## config.mk

```make
export PLATFORM = sky130hd
export DESIGN_NAME = hreadout_seq
export DESIGN_NICKNAME = d
export VERILOG_FILES = /design/src/rtl/hro_pkg.sv /design/src/rtl/hro_ctrl.sv /design/src/rtl/hro_phase_map.sv /design/src/rtl/hro_region.sv /design/src/rtl/hreadout_seq.sv
export SDC_FILE = /design/constraint.sdc
export NUM_CORES = 1
export LEC_CHECK = 0
export BUFFER_PORTS_ARGS = -buffer_cell sky130_fd_sc_hd__buf_2
export CORE_ASPECT_RATIO = 0.75
export CORE_MARGIN = 3
export CORE_UTILIZATION = 49
export CTS_CLUSTER_SIZE = 24
export DETAILED_ROUTE_END_ITERATION = 16
export PLACE_DENSITY = 0.79
export SKIP_LAST_GASP = 1
export SLEW_MARGIN = 10
export SYNTH_ARGS = -nofsm -noshare
export SYNTH_HDL_FRONTEND = slang
export SYNTH_SLANG_ARGS = --single-unit
```

## constraint.sdc

```tcl
create_clock -name clk_i -period 2.17 [get_ports clk_i]
set_clock_uncertainty 0.05 [all_clocks]
set_input_delay 0.651 -clock clk_i [delete_from_list [all_inputs] [get_ports clk_i]]
set_output_delay 0.651 -clock clk_i [all_outputs]
set_load 0.05 [all_outputs]
```

## src/rtl/hro_pkg.sv

```systemverilog
package hro_pkg;
  typedef enum logic [1:0] {
    MODE_VID1  = 2'd0,
    MODE_VID2  = 2'd1,
    MODE_DUAL  = 2'd2,
    MODE_VID1B = 2'd3
  } hro_mode_e;

  typedef enum logic [1:0] {
    REG_EMPTY = 2'd0,
    REG_DARK  = 2'd1,
    REG_ACT   = 2'd2,
    REG_EXTRA = 2'd3
  } hro_region_e;

  typedef enum logic [1:0] {
    ST_IDLE = 2'd0,
    ST_RUN  = 2'd1,
    ST_DONE = 2'd2
  } hro_state_e;
endpackage

```

## src/rtl/hro_ctrl.sv

```systemverilog
module hro_ctrl
  import hro_pkg::*;
#(
  parameter int SGL_CYC  = 1028,
  parameter int DUAL_CYC = 523,
  parameter int CNT_W    = 11
) (
  input  logic             clk_i,
  input  logic             rst_ni,
  input  logic             start_i,
  input  logic [1:0]       mode_i,
  output hro_mode_e        mode_q_o,
  output logic             run_o,
  output logic             done_o,
  output logic             h1_o,
  output logic             h2_o,
  output logic [CNT_W-1:0] cnt_o
);
  localparam logic [CNT_W-1:0] LAST_SGL  = CNT_W'(SGL_CYC - 1);
  localparam logic [CNT_W-1:0] LAST_DUAL = CNT_W'(DUAL_CYC - 1);

  hro_state_e       st_q, st_d;
  logic             ph_q, ph_d;
  logic [CNT_W-1:0] cnt_q, cnt_d;
  hro_mode_e        mode_q, mode_d;
  logic [CNT_W-1:0] last;

  assign last = (mode_q == MODE_DUAL) ? LAST_DUAL : LAST_SGL;

  always_comb begin
    st_d   = st_q;
    ph_d   = ph_q;
    cnt_d  = cnt_q;
    mode_d = mode_q;
    unique case (st_q)
      ST_IDLE: begin
        if (start_i) begin
          st_d   = ST_RUN;
          ph_d   = 1'b0;
          cnt_d  = '0;
          mode_d = hro_mode_e'(mode_i);
        end
      end
      ST_RUN: begin
        if (!ph_q) begin
          ph_d = 1'b1;
        end else if (cnt_q == last) begin
          st_d = ST_DONE;
          ph_d = 1'b0;
        end else begin
          cnt_d = cnt_q + 1'b1;
          ph_d  = 1'b0;
        end
      end
      default: st_d = ST_IDLE;
    endcase
  end

  always_ff @(posedge clk_i or negedge rst_ni) begin
    if (!rst_ni) begin
      st_q   <= ST_IDLE;
      ph_q   <= 1'b0;
      cnt_q  <= '0;
      mode_q <= MODE_VID1;
    end else begin
      st_q   <= st_d;
      ph_q   <= ph_d;
      cnt_q  <= cnt_d;
      mode_q <= mode_d;
    end
  end

  assign mode_q_o = mode_q;
  assign run_o    = (st_q == ST_RUN);
  assign done_o   = (st_q == ST_DONE);
  assign h1_o     = run_o && !ph_q;
  assign h2_o     = run_o && ph_q;
  assign cnt_o    = cnt_q;
endmodule

```

## src/rtl/hro_phase_map.sv

```systemverilog
module hro_phase_map
  import hro_pkg::*;
(
  input  hro_mode_e  mode_i,
  input  logic       h1_i,
  input  logic       h2_i,
  output logic [1:0] ph1_o,
  output logic [1:0] ph2_o
);
  // Index 0 is the left half, index 1 the right half.
  // fwd[h]: the half's phase 1 follows H1 (shift toward its own side).
  logic [1:0] fwd;

  always_comb begin
    unique case (mode_i)
      MODE_VID2: fwd = 2'b10;
      MODE_DUAL: fwd = 2'b11;
      default:   fwd = 2'b01;
    endcase
  end

  for (genvar h = 0; h < 2; h++) begin : g_half
    assign ph1_o[h] = fwd[h] ? h1_i : h2_i;
    assign ph2_o[h] = fwd[h] ? h2_i : h1_i;
  end
endmodule

```

## src/rtl/hro_region.sv

```systemverilog
module hro_region
  import hro_pkg::*;
#(
  parameter int N_EMPTY    = 8,
  parameter int N_DARK     = 12,
  parameter int N_ACT_SGL  = 1004,
  parameter int N_ACT_DUAL = 502,
  parameter int CNT_W      = 11
) (
  input  logic             run_i,
  input  logic             dual_i,
  input  logic [CNT_W-1:0] cnt_i,
  output hro_region_e      region_o
);
  localparam logic [CNT_W-1:0] B_EMPTY = CNT_W'(N_EMPTY);
  localparam logic [CNT_W-1:0] B_DARK  = CNT_W'(N_EMPTY + N_DARK);
  localparam logic [CNT_W-1:0] B_ACT_S = CNT_W'(N_EMPTY + N_DARK + N_ACT_SGL);
  localparam logic [CNT_W-1:0] B_ACT_D = CNT_W'(N_EMPTY + N_DARK + N_ACT_DUAL);

  always_comb begin
    if (!run_i)                       region_o = REG_EMPTY;
    else if (cnt_i < B_EMPTY)         region_o = REG_EMPTY;
    else if (cnt_i < B_DARK)          region_o = REG_DARK;
    else if (dual_i)                  region_o = (cnt_i < B_ACT_D) ? REG_ACT : REG_EXTRA;
    else                              region_o = (cnt_i < B_ACT_S) ? REG_ACT : REG_DARK;
  end
endmodule

```

## src/rtl/hreadout_seq.sv

```systemverilog
module hreadout_seq
  import hro_pkg::*;
#(
  parameter int N_EMPTY    = 8,
  parameter int N_DARK     = 12,
  parameter int N_ACT_SGL  = 1004,
  parameter int N_TAIL_SGL = 4,
  parameter int N_ACT_DUAL = 502,
  parameter int N_VCLK     = 3
) (
  input  logic              clk_i,
  input  logic              rst_ni,
  input  logic              start_i,
  input  logic [1:0]        mode_i,
  input  logic [N_VCLK-1:0] v_in_i,
  input  logic              fd_in_i,
  output logic              busy_o,
  output logic              line_done_o,
  output logic              lh1_o,
  output logic              lh2_o,
  output logic              rh1_o,
  output logic              rh2_o,
  output logic [1:0]        region_o,
  output logic [N_VCLK-1:0] v_out_o,
  output logic              fd_out_o
);
  localparam int SGL_CYC  = N_EMPTY + N_DARK + N_ACT_SGL + N_TAIL_SGL;
  localparam int DUAL_CYC = N_EMPTY + N_DARK + N_ACT_DUAL + 1;
  localparam int MAX_CYC  = (SGL_CYC > DUAL_CYC) ? SGL_CYC : DUAL_CYC;
  localparam int CNT_W    = $clog2(MAX_CYC);

  logic rst_s1, rst_sn;
  always_ff @(posedge clk_i or negedge rst_ni) begin
    if (!rst_ni) begin
      rst_s1 <= 1'b0;
      rst_sn <= 1'b0;
    end else begin
      rst_s1 <= 1'b1;
      rst_sn <= rst_s1;
    end
  end

  hro_mode_e        mode_q;
  logic             run, done, h1, h2;
  logic [CNT_W-1:0] cnt;
  logic [1:0]       ph1, ph2;
  hro_region_e      region;

  hro_ctrl #(.SGL_CYC(SGL_CYC), .DUAL_CYC(DUAL_CYC), .CNT_W(CNT_W)) u_ctrl (
    .clk_i(clk_i), .rst_ni(rst_sn), .start_i(start_i), .mode_i(mode_i),
    .mode_q_o(mode_q), .run_o(run), .done_o(done), .h1_o(h1), .h2_o(h2), .cnt_o(cnt)
  );

  hro_phase_map u_map (
    .mode_i(mode_q), .h1_i(h1), .h2_i(h2), .ph1_o(ph1), .ph2_o(ph2)
  );

  hro_region #(.N_EMPTY(N_EMPTY), .N_DARK(N_DARK), .N_ACT_SGL(N_ACT_SGL),
               .N_ACT_DUAL(N_ACT_DUAL), .CNT_W(CNT_W)) u_region (
    .run_i(run), .dual_i(mode_q == MODE_DUAL), .cnt_i(cnt), .region_o(region)
  );

  assign busy_o      = run;
  assign line_done_o = done;
  assign lh1_o       = ph1[0];
  assign lh2_o       = ph2[0];
  assign rh1_o       = ph1[1];
  assign rh2_o       = ph2[1];
  assign region_o    = region;
  assign v_out_o     = run ? '0 : v_in_i;
  assign fd_out_o    = run ? 1'b0 : fd_in_i;
endmodule

```

After elaboration in Yosys (flattened, before gate mapping)
Cells that the tools add are included.
- add/sub/neg operators: 1
- multipliers: 0
- div/mod/pow operators: 0
- $lt $le $gt $ge: 4
- eq/ne operators: 9
- shift operators: 0
- multiplexer cells: 25
- bitwise operators: 0
- reduce and logical (&&, ||, !) cells: 9
- operators by type and width (kind ; number):
    $mux W11 ; 4
    $pmux W11 S2 ; 1
    $mux W2 ; 8
    $add A11 B1 Y11 const B ; 1
    $eq A11 B11 Y1 ; 1
    $lt A11 B10 Y1 const B ; 1
    $lt A11 B11 Y1 const B ; 1
    $lt A11 B4 Y1 const B ; 1
    $lt A11 B5 Y1 const B ; 1
    $mux W1 ; 8
    $pmux W2 S2 ; 2
    $eq A2 B1 Y1 const B ; 2
    $eq A2 B2 Y1 const B ; 2
    $ne A2 B1 Y1 const B ; 2
    $ne A2 B2 Y1 const B ; 2
    $reduce_and A2 Y1 ; 2
    $reduce_and A4 Y1 ; 1
    $mux W3 ; 1
    $reduce_and A3 Y1 ; 1
    $logic_and A1 B1 Y1 ; 2
    $logic_not A2 Y1 ; 1
    $pmux W1 S2 ; 1
    $reduce_bool A2 Y1 ; 1
    $logic_not A1 Y1 ; 1
- flip-flop bits (word level): 18
- bits in latches: 0
- RAM bits: 0
- bits in read-only memories: 0
- input bits: 9
- memories kept: 0

Depth between registers and ports, before layout
Gate-level depths: netlist of run 1.
- word-level depth: 6
- depth in mapped cells: 9
- depth with buffers taken out: 8

Modules after synthesis
From an unflattened synthesis of run 1, not the netlist that was laid out.
- cells, all modules: 122
- area total of the unflattened synthesis: 1192.4 um^2
- modules (own cells, without submodules) (module ; instances ; cells an instance ; area an instance (um^2) ; seq. area each (um^2)):
    hro_ctrl ; 1 ; 97 ; 953.4 ; 400.4
    hro_region ; 1 ; 11 ; 92.6 ; 0.0
    hreadout_seq ; 1 ; 8 ; 85.1 ; 50.0
    hro_phase_map ; 1 ; 6 ; 61.3 ; 0.0

Least setup slack after synthesis of run 1
Ideal clock, no wire load.
- path type: register to output
- from: register u_ctrl.st_q[1]
- to: output region_o[1]
- arrival: 2.095 ns
- data required time: 1.469 ns
- setup slack: -0.626 ns
- cell stages (with the launch flop): 5
- cell sequence: dfrtp_1 -> nand2b_1 -> clkbuf_1 -> a21oi_1 -> nor3b_1
- word-level cells in the longest chain between the ends: 2
- RTL lines (element ; line ; source):
    start, declared ; hro_ctrl.sv:22 ; hro_state_e st_q, st_d;
    start signal, assigned ; hro_ctrl.sv:66 ; st_q <= st_d;
    $eq A2 B1 Y1 ; hro_ctrl.sv:74 ; assign run_o = (st_q == ST_RUN);
    $mux W2 ; hro_region.sv:21 ; if (!run_i) region_o = REG_EMPTY;
    end, declared ; hreadout_seq.sv:23 ; output logic [1:0] region_o,
No other way between the ends.

Worst setup path in the final report of run 1
- from: register u_ctrl.cnt_q[7], in the netlist u_ctrl.cnt_o[7]
- to: output region_o[0]
- word-level cells in the longest chain between the ends: 6
- elaborated cells on any way between the ends: 10
- RTL lines (element ; line ; source):
    start, declared ; hro_ctrl.sv:24 ; logic [CNT_W-1:0] cnt_q, cnt_d;
    start signal, assigned ; hro_ctrl.sv:68 ; cnt_q <= cnt_d;
    $lt A11 B11 Y1 / $lt A11 B10 Y1 (equally long branches) ; hro_region.sv:25, hro_region.sv:24 ;
    $mux W2 / $mux W1 (equally long branches) ; hro_region.sv:25, hro_region.sv:24 ;
    $mux W2 ; hro_region.sv:24 ; else if (dual_i) region_o = (cnt_i < B_ACT_D) ? REG_ACT : REG_EXTRA;
    $mux W2 ; hro_region.sv:23 ; else if (cnt_i < B_DARK) region_o = REG_DARK;
    $mux W2 * ; hro_region.sv:22 ; else if (cnt_i < B_EMPTY) region_o = REG_EMPTY;
    $mux W2 * ; hro_region.sv:21 ;
Every way passes the cells marked *; elsewhere a longest branch is shown, timed or not.

==> flow_summary.yaml, run 1 <==
clock_tree:
  htreeDepth: 1
  clock_sinks: 18
  clk_latency_ps: 290
  path_clk_slew_ps: 100
  numCtsBuffers: 3
  hold_buffers: 0
  ctsRootBufferMaster: "clkbuf_4"
  cts_buffer_depth: 2
  cts_tree: "done"
synth:
  async_flop_share_pct: 100.0
  yosysTopAreaCell: "dfrtp_1"
  yosysWarningCount: 0
  synth_most_common_cell: "dfrtp_1"
  ys_types: 42
  synth-edff-count: 0
  ys_seq_elements: 18
  synth_area_leaders: "dfrtp_1 39%, o221ai_2 5.2%, ha_1 4.3%"
  syn-instance-count: 124
  syn-num-nets: 137
  seq_area_frac_synth_pct: 39.09
  synth_top_area_share_pct: 39.09
  ys.flop_type: "dfrtp_1"
  syn_area_um2: 1152
  yosys-top-cells-count: "18 x dfrtp_1, 10 x nor2_1, 9 x inv_1, 9 x o21ai_0, 8 x nand3_1"
  syn_avg_cell_area_um2: 9.293
global_route:
  antenna_found_initial: 0
  track_usage_pct: 22.87
  overflow: 0
  grt_max_degree: 17
  grt_pass1_vias: 1079
  grt_pass1_wl_um: 4919
pwr:
  ir_drop_mv: 0.7467
  powerDensity_nw_per_um2: 1709
  p_clk_share_pct: 6.4
  intPower_uw: 1260
  switching_share_pct: 51.42
  finalPower_uw: 2593
  power.switching_uw: 1334
  combPwrFrac_pct: 71.4
  seqPwrFrac_pct: 22.2
  leakagePower_uw: 0.0006666
run_status:
  violations: "setup timing"
  status: "complete, but fails checks"
detailed_routing:
  drt_iter0_markers: 59
  routed_wirelength_um: 3012
  drc: 0
  drt-wirelength-per-cell_um: 15.77
  via_per_inst: 5.963
  num_vias: 1139
  drt_pre_antenna_iters: 4
  ant_nets: 0
floorplan:
  die_area_um2: 2975
  ios: 21
  initial_utilization_pct: 54.37
  rows: 14
  die_x_um: 62.00
  coreArea_um2: 2120
  die_h_um: 48.00
timing:
  hold_violations: 0
  rsz0062_at_grt: "true"
  fmax_mhz: 384.5
  period_needed_ps: 2601
  drv_slew: 0
  worst_slack_ps: -430.6
  setup_tns_ps: -2107
  setup_viol_count_final: 16
  tightest_slew_ps: 650.6
  timing.final.crit_share_pct: 119.8
  max_slew_margin_pct: 56.63
setup_path:
  required_ps: 1470
  cp.arrival_ps: 1900
  reg2reg_depth: 8
  critical_path_class: "reg2out"
  crit_path_max_fanout: 3
  endpoint_kind: "output port"
  start_kind: "flop"
placed_design:
  routabilityCongestion: 0.8934
  dp_hpwl_um: 2216
  portBuffers: 20
  post-place-ws_ps: -171.5
cells_and_area:
  post_route_cells_drive_above_1_share_pct: 40.25
  layout.nets: 174
  antenna_cells: 0
  areaGrowthSynthToFinish_pct: 31.71
worst_hold_path:
  hold_path.class: "in2async"
run:
  maxCapViolations: 0
[path summary, 6_finish.rpt]
path	start	end	slack, ps
min reg2reg	rst_sn$_DFF_PN0_	u_ctrl.cnt_o[1]$_DFFE_PN0P_	220
max	u_ctrl.cnt_o[7]$_DFFE_PN0P_	region_o[0]	-430
max reg2reg	u_ctrl.mode_q_o[0]$_DFFE_PN0P_	u_ctrl.cnt_o[10]$_DFFE_PN0P_	-140
max in group asynchronous	rst_sn$_DFF_PN0_	u_ctrl.mode_q_o[1]$_DFFE_PN0P_	1430
min	rst_ni	rst_s1$_DFF_PN0_	70
min in group clk_i	rst_s1$_DFF_PN0_	rst_sn$_DFF_PN0_	310
[layout by cell type (no fill, tap or decap), drive strengths merged, types with 2 or more instances in the layout]
cell / synthesis / layout
dfrtp: 18 / 18
nor3: 5 / 5
nand3: 8 / 8
or4b: 2 / 2
nand2: 6 / 6
xor2: 2 / 2
o21ai: 10 / 10
nor4: 2 / 2
nand3b: 2 / 2
mux2: 2 / 2
a21oi: 2 / 2
inv: 9 / 9
nor3b: 2 / 2
and2: 7 / 7
o221ai: 4 / 4
ha: 4 / 4
buf: 4 / 38
o31ai: 3 / 3
nand4: 2 / 2
nor2: 10 / 10
nand2b: 2 / 2
clkbuf: 2 / 3
[sequential cells by signal, summed over array words and instances, names as in the netlist]
| signal | count |
|---|---|
| u_ctrl.mode_q_o | 2 |
| u_ctrl.cnt_o | 11 |
| u_ctrl.st_q | 2 |
| rst_s1 | 1 |
| rst_sn | 1 |
| u_ctrl.ph_q | 1 |
[stage by stage]
| stage | utilization, % | instance area (um^2) | std cells | hold WS, ps |
|---|---|---|---|---|
| after floorplan | - | 1182 | 124 | 149.8 |
| after CTS | 69.78 | 1479 | 190 | 71.62 |
| after global routing | 71.61 | 1518 | 191 | 53.25 |
| final | 71.61 | 1518 | 191 | 71.35 |
| after global placement | 66.53 | 1410 | 187 | 213.6 |
| after detailed placement | 66.53 | 1410 | 187 | 238.1 |
[power groups by stage]
| stage | Clock (uW) | Sequential [uW] | Combinational, uW |
|---|---|---|---|
| 4_1_cts | 168 | 563 | 1780 |
| 6_report | 166 | 575 | 1850 |
| 5_1_grt | 187 | 590 | 2000 |
| 2_1_floorplan | 0 | 544 | 1200 |
| 3_5_place_dp | 0 | 563 | 1620 |
| 3_3_place_gp | 0 | 551 | 1570 |
[what timing repair did]
item | CTS | global route
setup buffers | 0 | 1
endpoints found under the setup margin | 21 | 22
pin swaps | 4 | 3
resized for setup | 15 | 7
[per-layer routing]
metal  wire length, um  GRT usage [%]  up-vias
met5                 0              0        -
met4                60          9.746        0
met3               243          3.504        9
met2              1442          37.19       65
li1                  -              -      516
met1              1266          30.56      549
[cells by family after synthesis]
family	after synthesis	synth area share, %
muxes	3	2.823
AOI/OAI and AO/OA	28	19.33
and+or+nand+nor	53	26.17
other	1	0.3254
adders and majority gates	4	4.343
DFF	18	39.09
xor gates and xnor gates	2	1.520
buffers and inverters	15	6.406
[critical path, cell delays in order (launching register included)]
cell	delay [ps]
dfrtp_1	390
or4_4	590
nor2_4	110
a21oi_1	70
o31a_2	290
buf_6	150
[area by class of cell]
cell class                 instances  area [um^2]
clock buffer                       3        22.52
fill                             157        601.8
inverter                           9        36.28
multi-input combinational         91        701.9
sequential                        18        450.4
tap                               32        40.04
timing repair buffer              38        266.5
No activity file was read; power rests on OpenSTA's default activity.
==> run 2: changes to the inputs <==
- CORE_ASPECT_RATIO: 0.75 -> 1.4
- PLACE_DENSITY: 0.79 -> unset
- PLACE_DENSITY_LB_ADDON: unset -> 0.15
==> flow_summary.yaml, run 2 (synthesis gave the netlist of run 1 again) <==
timing:
  worst_slack_ps: -434.1
  fmax_mhz: 384.0
  rsz0062_at_grt: "true"
  timing.final.crit_share_pct: 120.0
  drv_slew: 0
  worst_hold_slack_ps: 68.81
  setup_tns_ps: -1659
  period_needed_ps: 2604
  setup_viol_count_final: 12
  max_slew_margin_pct: 55.52
  hold_violations: 0
  tightest_slew_ps: 667.3
run_status:
  violations: "setup timing"
  status: "complete, but fails checks"
placed_design:
  routabilityCongestion: 0.7904
  portBuffers: 20
  place_inst: 177
  dp_hpwl_um: 2144
setup_path:
  crit_path_max_incr_delay_ps: 580
  endpoint: "region_o[1]"
  cp.arrival_ps: 1900
  path_buf_inv: 2
  crit_path_max_fanout: 3
  r2r-end: "u_ctrl.cnt_o[6]$_DFFE_PN0P_"
  crit_slowest_cell: "or4_4"
  regToRegStartpoint: "u_ctrl.mode_q_o[0]$_DFFE_PN0P_"
  critical_path_class: "reg2out"
  cp.depth: 5
  reg2reg_depth: 8
  endpoint_kind: "output port"
  startpoint: "u_ctrl.cnt_o[7]$_DFFE_PN0P_"
  path_cells: "or4_4, nor4b_4, buf_4, nor3b_2, buf_6"
  crit_family: "simple AND/OR/NAND/NOR gates"
  required_ps: 1470
  start_kind: "flop"
  r2r_slack_ps: -130
cells_and_area:
  layout.nets: 175
  post_route_cells_drive_above_1_share_pct: 44.10
  largest_reg_flops: 11
  antenna_cells: 0
  layout_common_cells: "22 x buf_4, 16 x dfrtp_1, 10 x buf_2"
  areaGrowthSynthToFinish_pct: 37.78
  layout_commonest_cell: "buf_4"
  layout.cells.non_filler: 183
  final_util_pct: 72.10
floorplan:
  rows: 20
  die_area_um2: 2978
  initial_utilization_pct: 52.33
  die_x_um: 46.99
  coreArea_um2: 2202
  die_h_um: 63.38
  ios: 21
pwr:
  leakagePower_uw: 0.0006914
  finalPower_uw: 2828
  powerDensity_nw_per_um2: 1781
  ir_drop_mv: 1.482
worst_hold_path:
  hold_path.class: "in2async"
global_route:
  grt_pass1_wl_um: 4912
  track_usage_pct: 22.53
  grt_pass1_vias: 1112
  grt_max_degree: 17
  overflow: 0
  antenna_found_initial: 0
detailed_routing:
  drc: 0
  drt_iter0_markers: 36
  via_per_inst: 5.967
  routed_wirelength_um: 2991
  drt-wirelength-per-cell_um: 16.34
  drt_pre_antenna_iters: 4
  ant_nets: 0
  num_vias: 1092
clock_tree:
  clock_sinks: 18
  clk_latency_ps: 300
  cts_buffer_depth: 2
  cts_tree: "done"
  ctsRootBufferMaster: "clkbuf_4"
  htreeDepth: 1
  numCtsBuffers: 3
  path_clk_slew_ps: 100
run:
  maxCapViolations: 0
run 2: changes by cell type in the layout (fill, tap and decap cells not counted), sizes merged:
cell	before	now
clkbuf	3	4
buf	38	39
run 2: what timing repair did:
item	4_1_cts	5_1_grt
setup endpoints to repair	21	22
hold buffers	0	0
pin swaps	6	5
resized for setup	24	20
buffers inserted	0	2
run 2: worst min-delay path by stage:
stage                startpoint                          end  cells after the start
6_report                 rst_ni             rst_s1$_DFF_PN0_                      1
5_1_grt                  rst_ni             rst_s1$_DFF_PN0_                      1
4_1_cts                  rst_ni             rst_s1$_DFF_PN0_                      1
3_5_place_dp   rst_sn$_DFF_PN0_  u_ctrl.cnt_o[6]$_DFFE_PN0P_                      0
3_3_place_gp   rst_sn$_DFF_PN0_  u_ctrl.cnt_o[1]$_DFFE_PN0P_                      0
2_1_floorplan  rst_sn$_DFF_PN0_  u_ctrl.cnt_o[0]$_DFFE_PN0P_                      0
run 2: per-layer routing:
layer	wire (um)	up-vias	global-route usage, %
met2	1726	28	39.97
met4	40	0	6.228
met5	0	-	0
met1	1147	539	27.64
met3	77	7	1.714
li1	-	518	-
run 2: worst reg2reg max path, delay by kind of cell (launching register included):
kind,cells,cell delay (ps)
AOI/OAI and AO/OA,3,810
adders and majority gates,2,380
buffers and inverters,2,110
DFF,1,400
and+or+nand+nor,1,470
run 2: metrics by stage:
stage / cell area [um^2] / setup slack (ps)
2_1_floorplan: 1182 / -121.8
3_3_place_gp: 1398 / -136.4
3_5_place_dp: 1398 / -159.0
4_1_cts: 1519 / -454.7
5_1_grt: 1588 / -484.8
6_report: 1588 / -434.1
run 2: final cells by class:
class | count | area [um^2]
Fill cell | 169 | 614.3
Clock buffer | 4 | 36.28
Multi-Input combinational cell | 91 | 733.2
Inverter | 9 | 36.28
Timing Repair Buffer | 39 | 301.5
Tap cell | 22 | 27.53
Sequential cell | 18 | 452.9
run 2: power breakdown:
part	internal, uW	total, uW	leakage [uW]	switching, uW
logic	894	2050	0.000453	1150
registers	445	574	0.000217	129
clock network	102	208	0.0000210	106
total	1440	2830	0.000691	1390
==> run 3: changes to the inputs <==
- PLACE_DENSITY: unset -> 0.74
- PLACE_DENSITY_LB_ADDON: 0.15 -> unset
- SETUP_SLACK_MARGIN: unset -> 0.5
==> flow_summary.yaml, run 3 (synthesis gave the netlist of run 1 again) <==
pwr:
  leakagePower_uw: 0.0008336
  finalPower_uw: 3273
  powerDensity_nw_per_um2: 1719
  ir_drop_mv: 1.278
setup_path:
  endpoint_kind: "output port"
  crit_path_max_incr_delay_ps: 570
  regToRegStartpoint: "u_ctrl.mode_q_o[1]$_DFFE_PN0P_"
  r2r_slack_ps: -240
  cp.arrival_ps: 1930
  start_kind: "flop"
  required_ps: 1470
  path_cells: "or4_4, nor4b_4, buf_4, nor3b_4, buf_6"
  critical_path_class: "reg2out"
  crit_path_max_fanout: 3
  startpoint: "u_ctrl.cnt_o[7]$_DFFE_PN0P_"
  path_buf_inv: 2
  crit_family: "simple AND/OR/NAND/NOR gates"
  crit_slowest_cell: "or4_4"
timing:
  drv_slew: 0
  setup_viol_count_final: 17
  tightest_slew_ps: 717.5
  fmax_mhz: 380.1
  max_slew_margin_pct: 52.17
  rsz0062_at_grt: "true"
  timing.final.crit_share_pct: 121.2
  setup_tns_ps: -2537
  period_needed_ps: 2631
  hold_violations: 0
  worst_slack_ps: -461.1
clock_tree:
  hold_buffers: 0
  path_clk_slew_ps: 110
  clock_sinks: 18
  htreeDepth: 1
  cts_tree: "done"
  ctsRootBufferMaster: "clkbuf_4"
  clk_latency_ps: 310
  cts_buffer_depth: 2
  numCtsBuffers: 3
placed_design:
  portBuffers: 20
  dp_hpwl_um: 2190
  placed_area_um2: 1536
  routabilityCongestion: 0.8694
  place_inst: 181
floorplan:
  initial_utilization_pct: 52.33
  die_area_um2: 2978
  ios: 21
  coreArea_um2: 2202
  die_x_um: 46.99
  rows: 20
  die_h_um: 63.38
cells_and_area:
  layout.cells.non_filler: 197
  layout_common_cells: "22 x buf_4, 17 x dfrtp_1, 16 x buf_6"
  antenna_cells: 0
  largest_reg_flops: 11
  post_route_cells_drive_above_1_share_pct: 57.14
  layout_commonest_cell: "buf_4"
  layout.nets: 190
  design_area_um2: 1904
  areaGrowthSynthToFinish_pct: 65.26
global_route:
  grt_pass1_vias: 1318
  grt_pass1_wl_um: 6568
  grt_max_degree: 17
  overflow: 0
  antenna_found_initial: 0
  track_usage_pct: 30.79
detailed_routing:
  drt-wirelength-per-cell_um: 23.12
  ant_nets: 0
  drt_pre_antenna_iters: 4
  routed_wirelength_um: 4554
  num_vias: 1284
  via_per_inst: 6.518
  drt_iter0_markers: 119
  drc: 0
run_status:
  violations: "setup timing"
  status: "complete, but fails checks"
run:
  maxCapViolations: 0
worst_hold_path:
  hold_path.class: "in2async"
-- run 3: cell count changes in the layout (fill, tap and decap cells not counted), moves of 3 or more --
cell	previous run	this run
buf_6	5	16
buf_8	2	8
and2_1	5	1
and2_4	2	6
nor2_1	8	5
-- run 3: final timing paths --
| check | endpoint | cells past startpoint |
|---|---|---|
| worst min register to register | u_ctrl.cnt_o[2]$_DFFE_PN0P_ | 0 |
| worst max-delay path | region_o[1] | 5 |
| worst max register to register | u_ctrl.cnt_o[2]$_DFFE_PN0P_ | 8 |
| min in group clk_i | rst_sn$_DFF_PN0_ | 0 |
| max in group asynchronous | u_ctrl.mode_q_o[1]$_DFFE_PN0P_ | 0 |
| worst min-delay path | rst_sn$_DFF_PN0_ | 1 |
-- run 3: where the power goes --
group	total, uW	internal (uW)	switching [uW]
Combinational	2500	1120	1380
Sequential	592	446	146
Clock	184	64.9	119
Total	3270	1630	1640
-- run 3: worst register-to-register path, stage by stage, from the launching register on --
cell and delay (ps):
dfrtp_2 470, ha_4 190, inv_2 60, ha_4 190
or4b_1 450, a211o_1 380, buf_6 170, a32oi_1 200
nand2_1 130
-- run 3: area by class of cell --
type                       count  area [um^2]
multi-input combinational     91        857.1
timing repair buffer          54        505.5
sequential                    18        451.7
fill                         104        297.8
inverter                       9        40.04
tap                           22        27.53
clock buffer                   3        22.52
-- run 3: per-stage QoR --
stage	utilization [%]	hold slack [ps]	setup slack (ps)
6_report	86.48	57.97	-461.1
2_1_floorplan	-	149.8	-108.1
5_1_grt	86.48	64.26	-517.0
4_1_cts	82.95	56.46	-498.1
3_5_place_dp	69.77	246.6	-185.7
3_3_place_gp	69.77	224.4	-165.9
-- run 3: metal layers --
layer / up-vias / global-route usage (%) / share of wire [%]
met2: 88 / 50.51 / 53
met4: 0 / 15.22 / 6.0
met1: 616 / 36.75 / 34
li1: 551 / - / -
met5: - / 0 / 0
met3: 29 / 5.143 / 7.6
-- run 3: timing repair --
action / 4_1_cts / 5_1_grt
setup buffers: 9 / 4
pin swaps: 11 / 10
endpoints found under the setup margin: 26 / 27
resized for setup: 52 / 14
